`src/rtl/lockreg_pkg.sv`:
```
package lockreg_pkg;
  typedef enum logic [2:0] {
    ACT_REJECT   = 3'd0,
    ACT_SET_WEN  = 3'd1,
    ACT_CLR_ALL  = 3'd2,
    ACT_SET_REN  = 3'd3,
    ACT_STORE_LK = 3'd4
  } act_e;

  typedef struct packed {
    logic [2:0] rsv_hi;
    logic [1:0] lock;
    logic       ren;
    logic       wen;
    logic       rsv_lo;
  } csr_img_t;

  function automatic csr_img_t make_img(input logic [1:0] lock, input logic ren, input logic wen);
    csr_img_t img;
    img.rsv_hi = 3'b000;
    img.lock   = lock;
    img.ren    = ren;
    img.wen    = wen;
    img.rsv_lo = 1'b0;
    return img;
  endfunction
endpackage

```
`src/rtl/lockreg_decode.sv`:
```
module lockreg_decode
  import lockreg_pkg::*;
(
  input  logic [7:0] data_i,
  input  logic       wen_i,
  input  logic       ren_i,
  input  logic       wp_i,
  output act_e       act_o
);
  logic rsv_clean;
  logic lk_zero;

  assign rsv_clean = (data_i[7:5] == 3'b000) && !data_i[0];
  assign lk_zero   = (data_i[4:3] == 2'b00);

  always_comb begin
    act_o = ACT_REJECT;
    if (rsv_clean) begin
      case (data_i[2:1])
        2'b00: if (lk_zero) act_o = ACT_CLR_ALL;
        2'b01: begin
          if (ren_i) act_o = wp_i ? ACT_REJECT : ACT_STORE_LK;
          else if (lk_zero) act_o = ACT_SET_WEN;
        end
        2'b11: if (wen_i) act_o = ACT_SET_REN;
        default: act_o = ACT_REJECT;
      endcase
    end
  end
endmodule

```
`src/rtl/lockreg_nvtimer.sv`:
```
module lockreg_nvtimer #(
  parameter int unsigned BUSY_CYCLES = 625000
) (
  input  logic clk,
  input  logic rst_n,
  input  logic start_i,
  output logic busy_o,
  output logic done_o
);
  localparam int unsigned CNT_W = (BUSY_CYCLES < 2) ? 1 : $clog2(BUSY_CYCLES);
  localparam logic [CNT_W-1:0] LOAD = CNT_W'(BUSY_CYCLES - 1);

  logic [CNT_W-1:0] cnt_q;

  assign done_o = busy_o && (cnt_q == '0);

  always_ff @(posedge clk or negedge rst_n) begin
    if (!rst_n) begin
      busy_o <= 1'b0;
      cnt_q  <= '0;
    end else if (start_i && !busy_o) begin
      busy_o <= 1'b1;
      cnt_q  <= LOAD;
    end else if (busy_o) begin
      if (cnt_q == '0) busy_o <= 1'b0;
      else cnt_q <= cnt_q - 1'b1;
    end
  end
endmodule

```
`src/rtl/lockreg_perm.sv`:
```
module lockreg_perm (
  input  logic       wen_i,
  input  logic       busy_i,
  input  logic       wp_i,
  input  logic [1:0] lock_i,
  output logic       arr_ok_o,
  output logic       vol_ok_o,
  output logic       nv_ok_o
);
  logic live;
  logic unlocked;

  assign live     = wen_i && !busy_i;
  assign unlocked = (lock_i == 2'b00);
  assign arr_ok_o = live && !wp_i;
  assign vol_ok_o = live && unlocked;
  assign nv_ok_o  = live && unlocked && !wp_i;
endmodule

```
`src/rtl/lockreg_ctl.sv`:
```
module lockreg_ctl
  import lockreg_pkg::*;
#(
  parameter int unsigned BUSY_CYCLES = 625000,
  parameter logic [1:0]  LOCK_INIT   = 2'b00
) (
  input  logic       clk,
  input  logic       rst_n,
  input  logic       wp_i,
  input  logic       wr_valid_i,
  input  logic [7:0] wr_data_i,
  output logic       wr_ready_o,
  output logic       wr_resp_vld_o,
  output logic       wr_resp_ack_o,
  input  logic       stop_i,
  input  logic       rd_req_i,
  output logic       rd_valid_o,
  output logic [7:0] rd_data_o,
  input  logic       rd_ready_i,
  input  logic       lock_viol_i,
  output logic       busy_o,
  output logic [1:0] lock_bits_o,
  output logic       arr_wr_ok_o,
  output logic       pot_vol_ok_o,
  output logic       pot_nv_ok_o
);
  logic       wen_q, ren_q;
  logic [1:0] lock_q, lock_nxt_q;
  logic       have_byte_q, aborted_q;
  act_e       pend_act_q;
  logic [1:0] pend_lk_q;
  act_e       act_now;
  logic       wr_fire, commit, store_go, nv_done;

  lockreg_decode u_dec (
    .data_i (wr_data_i),
    .wen_i  (wen_q),
    .ren_i  (ren_q),
    .wp_i   (wp_i),
    .act_o  (act_now)
  );

  assign wr_ready_o = !busy_o && !stop_i;
  assign wr_fire    = wr_valid_i && wr_ready_o;
  assign commit     = stop_i && have_byte_q;
  assign store_go   = commit && (pend_act_q == ACT_STORE_LK);

  lockreg_nvtimer #(.BUSY_CYCLES(BUSY_CYCLES)) u_tmr (
    .clk     (clk),
    .rst_n   (rst_n),
    .start_i (store_go),
    .busy_o  (busy_o),
    .done_o  (nv_done)
  );

  // transaction tracking: one byte per transaction, extra bytes abort
  always_ff @(posedge clk or negedge rst_n) begin
    if (!rst_n) begin
      have_byte_q   <= 1'b0;
      aborted_q     <= 1'b0;
      pend_act_q    <= ACT_REJECT;
      pend_lk_q     <= 2'b00;
      wr_resp_vld_o <= 1'b0;
      wr_resp_ack_o <= 1'b0;
    end else begin
      wr_resp_vld_o <= wr_fire;
      wr_resp_ack_o <= 1'b0;
      if (stop_i) begin
        have_byte_q <= 1'b0;
        aborted_q   <= 1'b0;
      end else if (wr_fire) begin
        if (!have_byte_q && !aborted_q && (act_now != ACT_REJECT)) begin
          have_byte_q   <= 1'b1;
          pend_act_q    <= act_now;
          pend_lk_q     <= wr_data_i[4:3];
          wr_resp_ack_o <= 1'b1;
        end else begin
          have_byte_q <= 1'b0;
          aborted_q   <= 1'b1;
        end
      end
    end
  end

  // latches and lock bits
  always_ff @(posedge clk or negedge rst_n) begin
    if (!rst_n) begin
      wen_q      <= 1'b0;
      ren_q      <= 1'b0;
      lock_q     <= LOCK_INIT;
      lock_nxt_q <= LOCK_INIT;
    end else begin
      if (commit) begin
        case (pend_act_q)
          ACT_SET_WEN:  wen_q <= 1'b1;
          ACT_CLR_ALL: begin
            wen_q <= 1'b0;
            ren_q <= 1'b0;
          end
          ACT_SET_REN:  ren_q <= 1'b1;
          ACT_STORE_LK: lock_nxt_q <= pend_lk_q;
          default: ;
        endcase
      end
      if (nv_done) begin
        lock_q <= lock_nxt_q;
        ren_q  <= 1'b0;
      end
      if (lock_viol_i) ren_q <= 1'b0;
    end
  end

  // read channel
  always_ff @(posedge clk or negedge rst_n) begin
    if (!rst_n) begin
      rd_valid_o <= 1'b0;
      rd_data_o  <= 8'h00;
    end else if (rd_req_i) begin
      rd_valid_o <= 1'b1;
      rd_data_o  <= make_img(lock_q, ren_q, wen_q);
    end else if (rd_ready_i) begin
      rd_valid_o <= 1'b0;
    end
  end

  assign lock_bits_o = lock_q;

  lockreg_perm u_perm (
    .wen_i    (wen_q),
    .busy_i   (busy_o),
    .wp_i     (wp_i),
    .lock_i   (lock_q),
    .arr_ok_o (arr_wr_ok_o),
    .vol_ok_o (pot_vol_ok_o),
    .nv_ok_o  (pot_nv_ok_o)
  );
endmodule

```
`config.mk`:
```
export PLATFORM = sky130hd
export DESIGN_NAME = lockreg_ctl
export DESIGN_NICKNAME = d
export VERILOG_FILES = /design/src/rtl/lockreg_pkg.sv /design/src/rtl/lockreg_decode.sv /design/src/rtl/lockreg_nvtimer.sv /design/src/rtl/lockreg_perm.sv /design/src/rtl/lockreg_ctl.sv
export SDC_FILE = /design/constraint.sdc
export NUM_CORES = 1
export LEC_CHECK = 0
export CELL_PAD_IN_SITES_DETAIL_PLACEMENT = 1
export CELL_PAD_IN_SITES_GLOBAL_PLACEMENT = 2
export CORE_UTILIZATION = 31
export CTS_BUF_LIST = sky130_fd_sc_hd__clkbuf_16
export CTS_CLUSTER_DIAMETER = 150
export CTS_CLUSTER_SIZE = 40
export DETAILED_ROUTE_END_ITERATION = 10
export PLACE_DENSITY = 0.75
export SLEW_MARGIN = 20
export SYNTH_ARGS = -nofsm -noshare
export SYNTH_HDL_FRONTEND = slang
export SYNTH_HIERARCHICAL = 1
export SYNTH_SLANG_ARGS = --single-unit
```
`constraint.sdc`:
```
create_clock -name clk -period 1.9 [get_ports clk]
set_input_delay 0.38 -clock clk [delete_from_list [all_inputs] [get_ports clk]]
set_output_delay 0.38 -clock clk [all_outputs]
set_load 0.005 [all_outputs]
```
**Word-level counts from Yosys, hierarchy flattened**

Cells that the tools add are included.

- Word-level logic and storage cells: 89
- Register bits: 41
- Output and inout port bits: 18
- Bits of input ports: 16

- Bitwise operators: 1
- Reduce and logical (&&, ||, !) cells: 37
- Equality and inequality tests: 8
- Multiplexer cells: 28
- Add/sub/neg operators: 1

Operators by type and width:

| kind | count |
|---|---|
| 20-bit two-way mux | 3 |
| 20-bit logical NOT | 1 |
| 20-bit by 1-bit subtractor with 20-bit output, second input constant | 1 |
| 1-bit two-way mux | 17 |
| 1-bit logical AND | 13 |
| 2-bit AND reduction | 5 |
| 3-bit two-way mux | 3 |
| 3-bit case mux with 3 select lines | 1 |
| 2-bit nonzero test | 4 |
| 3-bit by 2-bit == test with 1-bit output, second input constant | 2 |
| 1-bit logical NOT | 6 |
| 2-bit logical NOT | 3 |
| 3-bit nonzero test | 2 |
| 2-bit two-way mux | 2 |
| 2-bit inequality test, second input constant | 2 |
| 1-bit case mux with 2 select lines | 2 |
| 4-bit nonzero test | 1 |
| 3-bit by 1-bit == test with 1-bit output, second input constant | 1 |
| 3-bit == test, second input constant | 1 |
| 3-bit logical NOT | 1 |
| 3-bit AND reduction | 1 |
| 2-bit by 1-bit == test with 1-bit output, second input constant | 1 |
| 2-bit == test, second input constant | 1 |
| 1-bit inverter | 1 |

**Logic depth before layout (Yosys ltp)**

- Depth in word-level cells: 10
- Gate-level depth with buffers: 7
- Gate-level depth less buffers: 7

**Cells and area by module**

Netlist, hierarchy kept.

By module, submodules not included:

| module | instances | area an instance (um^2) | cells an instance |
|---|---|---|---|
| lockreg_nvtimer | 1 | 1191.1 | 116 |
| lockreg_ctl | 1 | 825.8 | 62 |
| lockreg_decode | 1 | 75.1 | 10 |
| lockreg_perm | 1 | 35.0 | 4 |

**Worst setup path before layout**

No wires, ideal clock.

- Kind: in2reg
- From: input wr_data_i[6]
- To: register pend_lk_q[0]
- Arrival: 2.065 ns
- Cell stages on the path: 6
- Setup time: 0.125 ns
- Setup slack: -0.290 ns
- Cell sequence: or4_4 nor4_2 nor3_1 or4_4 clkinv_2 mux2_4

- Cells in the longest elaborated chain, start to end: 6

Ends and longest elaborated chain:

| item | line | source |
|---|---|---|
| from (decl) | lockreg_ctl.sv:11 | `input logic [7:0] wr_data_i,` |
| 3-bit logical NOT | lockreg_decode.sv:13 | `assign rsv_clean = (data_i[7:5] == 3'b000) && !data_i[0];` |
| 1-bit logical AND | lockreg_decode.sv:13 |  |
| 3-bit two-way mux | lockreg_decode.sv:18 | `if (rsv_clean) begin` |
| via act_now[2] | lockreg_ctl.sv:32 | `act_e act_now;` |
| 3-bit nonzero test | lockreg_ctl.sv:72 | `if (!have_byte_q && !aborted_q && (act_now != ACT_REJECT)) begin` |
| 1-bit logical AND | lockreg_ctl.sv:72 |  |
| 3-bit AND reduction (no line) | n/a |  |
| to (signal assigned) | lockreg_ctl.sv:75 | `pend_lk_q <= wr_data_i[4:3];` |
| to (decl) | lockreg_ctl.sv:31 | `logic [1:0] pend_lk_q;` |

The timed path passes the listed nets, and every way through them passes these cells.
A chain may end at the register's enable or synchronous reset.

**Worst setup path after layout**

- From: input wr_data_i[0]
- To: register pend_lk_q[0]

- Cells in the longest elaborated chain, start to end: 6

Ends and longest elaborated chain:

| item | line |
|---|---|
| 1-bit logical NOT | lockreg_decode.sv:13 |
| 1-bit logical AND | lockreg_decode.sv:13 |
| 3-bit two-way mux | lockreg_decode.sv:18 |
| via act_now[2] | lockreg_ctl.sv:32 |
| 3-bit nonzero test | lockreg_ctl.sv:72 |
| 1-bit logical AND | lockreg_ctl.sv:72 |
| 3-bit AND reduction (no line) | n/a |

The timed path passes the listed nets, and every way through them passes these cells.

==> results.json <==
{
  "worst_slack_ps": -175,
  "core-area_um2": 6490,
  "combinationalPowerShare_pct": 4.0,
  "hold_slack_ps": 144,
  "maxClockFrequency_mhz": 482,
  "viasPerCell": 5.10,
  "dpl.hpwl_um": 4470,
  "slew_headroom_pct": 53.0,
  "slew_violations": 0,
  "min_path_type": "primary input to asynchronous set/reset pin",
  "synth.avg_cell_area_um2": 11.1,
  "critPathCaptureType": "flip-flop",
  "violations": "setup timing",
  "drc": 0,
  "synth.top_cell.area_share_pct": 48.2,
  "grt_max_degree": 31,
  "clk_path_buf_depth": 2,
  "wl_per_cell_um": 17.6,
  "die_h_um": 84.8,
  "n_fill_cell": 707,
  "worst-setup-path-type": "primary input to flip-flop",
  "path_common_cell": "or4_4",
  "crit_slowest_cell": "or4_4",
  "intPower_mw": 1.67,
  "power.switching_mw": 0.384,
  "rsz0062_at_grt": "true",
  "cts_tree": "built",
  "fin_nets": 329,
  "r2r_end": "pend_lk_q[0]",
  "p_sw_share_pct": 18.7,
  "n_antenna_cell": 0,
  "synth-seq-cells": 41,
  "crit_buf_inv": 2,
  "placed_cell_area_um2": 2970,
  "first_iter_violations": 62,
  "rrSetupSlack_ps": -170,
  "synth_area_um2": 2130,
  "peakVddDrop_mv": 0.286,
  "ys_types": 54,
  "antenna_found_initial": 0,
  "fin_crit_sh_pct": 109,
  "grt_overflow": 0,
  "path_cells": "clkbuf_2, or4_4, nor4_4, nor3_2, or4_4, clkinv_4, mux2_4",
  "powerDensity_nw_per_um2": 569,
  "grt_pass1_vias": 2136,
  "cap_violations": 0,
  "crit_family": "simple AND/OR/NAND/NOR gates",
  "synth_top_area_cell": "dfrtp_1",
  "synth_warnings": 6,
  "fin_skew_ps": 3.90,
  "fin_util_pct": 55.4,
  "worst_setup_path_start_kind": "primary input",
  "synth_edf_count": 0,
  "syn_to_final_growth_pct": 69.2,
  "insertion_delay_ps": 280,
  "min_period_ps": 2070,
  "htreeDepth": 2,
  "routed-via-count": 1984,
  "required_ps": 2070,
  "totalWireLength_um": 6850,
  "cts_buffers": 5,
  "dr.pass1.iters": 5,
  "std_cell_rows": 29,
  "cts_root_buffer": "clkbuf_16",
  "synth.area.top_cells": "dfrtp_1 48%, mux2i_1 4.2%, mux2_2 4.2%",
  "place.gp.congestion": 0.808,
  "start_util_pct": 32.7,
  "final_area_um2": 3600,
  "setup_violations": 12,
  "async_reset_ff_share_pct": 100,
  "p_seq_share_pct": 42.7,
  "io_buffers": 29,
  "cts_sinks": 41,
  "cp_slowest_stage_delay_ps": 580,
  "grt_use_total_pct": 19.3,
  "io_pins": 34,
  "p_leak_nw": 1.69,
  "arrival_ps": 2240,
  "grt_pass1_wl_um": 10800,
  "chipWidth_um": 84.8,
  "finalHoldViolations": 0,
  "reg2regPathDepth": 6,
  "syn_inst": 192,
  "die_area_um2": 7200,
  "worstPathMaxFanout": 3,
  "status": "finished, violations left",
  "drive_above_1_share_pct": 51.6,
  "tns_ps": -977,
  "yosysSeqAreaShare_pct": 48.2,
  "ant_nets": 0,
  "cts_hold_buffers": 0,
  "synth_flop_cell": "dfrtp_1",
  "clkPwrFrac_pct": 53.3,
  "r2r_start": "ren_q",
  "cts.clk_slew.worst_paths_ps": 60,
  "worst_slew_pin_slew_ps": 705
}
timing repair:
| action | in CTS | in global routing |
|---|---|---|
| gates resized for setup | 36 | 49 |
| buffers inserted | 17 | 14 |
| pin swaps | 14 | 23 |
| endpoints found under the setup margin | 31 | 28 |
layer usage:
layer / global-route usage [%] / vias up / part of all wire [%]
met5: 0 / - / 0
met2: 36.9 / 48 / 56
li1: - / 943 / -
met3: 3.40 / 8 / 2.7
met4: 5.39 / 0 / 1.0
met1: 22.1 / 985 / 40
worst max path at each step:
stage / startpoint / endpoint / slack (ps) / cells after the start
detailed placement: wr_data_i[2] / pend_lk_q[0] / -770 / 7
floorplan: wr_data_i[6] / pend_lk_q[0] / -280 / 6
global placement: wr_data_i[2] / pend_lk_q[1] / -700 / 7
CTS: ren_q / pend_lk_q[0] / -390 / 6
global route: ren_q / pend_lk_q[0] / -230 / 6
finish: wr_data_i[0] / pend_lk_q[0] / -170 / 7
through the flow:
stage / std cells / power [mW] / worst slack, ps
after detailed placement: 355 / 0.976 / -766
after global routing: 389 / 2.11 / -233
final: 389 / 2.05 / -175
after global placement: 355 / 0.975 / -702
after floorplan: 195 / 0.908 / -275
after CTS: 379 / 2.07 / -386
state kept, by name, summed over array words and instances (netlist names):
name and count:
u_tmr/cnt_q 20, rd_data_o 4, pend_act_q 3, lock_bits_o 2, lock_nxt_q 2, pend_lk_q 2
aborted_q 1, have_byte_q 1, rd_valid_o 1, ren_q 1, u_tmr/busy_o 1, wen_q 1
wr_resp_ack_o 1, wr_resp_vld_o 1
logic make-up after synthesis:
family,Yosys count,share of synthesized area (%)
flops,41,48.2
compound gates,28,10.6
buf+inv,15,3.41
other cells,1,0.176
fa+ha+maj,2,1.18
xor+xnor,3,1.24
simple gates,82,24.5
mux,20,10.6
synth_stat cells (all sizes together), types with 3 or more instances:
library cell   n
dfrtp         41
nand2         18
nor3          14
mux2          11
nor2          11
mux2i          9
inv            8
o21ai          7
or4            7
nand4          6
nand3          5
nor4           5
buf            4
nand2b         4
a22o           3
o311ai         3
o31ai          3
power groups by stage:
stage / Combinational, mW / Sequential (mW) / Clock [mW]
floorplan: 0.0163 / 0.892 / 0
global placement: 0.0832 / 0.891 / 0
detailed placement: 0.0849 / 0.891 / 0
CTS: 0.0826 / 0.875 / 1.12
global route: 0.0911 / 0.875 / 1.15
finish: 0.0821 / 0.875 / 1.09
final cells by class:
type	instances	area (um^2)	share of cell area (%)
tap	77	96.3	2.68
sequential	41	1030	28.5
inverter	9	42.5	1.18
multi-input combinational	139	1280	35.7
clock buffer	5	125	3.48
clock inverter	3	65.1	1.81
timing repair buffer	115	960	26.7
cells in the final DEF, fill, tap and decap left out, types with 3 or more instances in the layout:
| cell | count |
|---|---|
| inv_2 | 3 |
| conb_1 | 4 |
| mux2_4 | 3 |
| buf_6 | 10 |
| mux2i_1 | 9 |
| clkdlybuf4s50_1 | 14 |
| a22o_1 | 3 |
| clkdlybuf4s15_1 | 3 |
| mux2_2 | 8 |
| nand4_1 | 5 |
| inv_1 | 4 |
| clkbuf_2 | 4 |
| dfrtp_1 | 40 |
| nand2_1 | 16 |
| nor2_1 | 8 |
| dlygate4sd2_1 | 5 |
| nor3_2 | 5 |
| o21ai_0 | 6 |
| nor3_1 | 8 |
| clkbuf_16 | 5 |
| buf_4 | 75 |
| or4_4 | 7 |
Power figures use the tool's default switching activity.
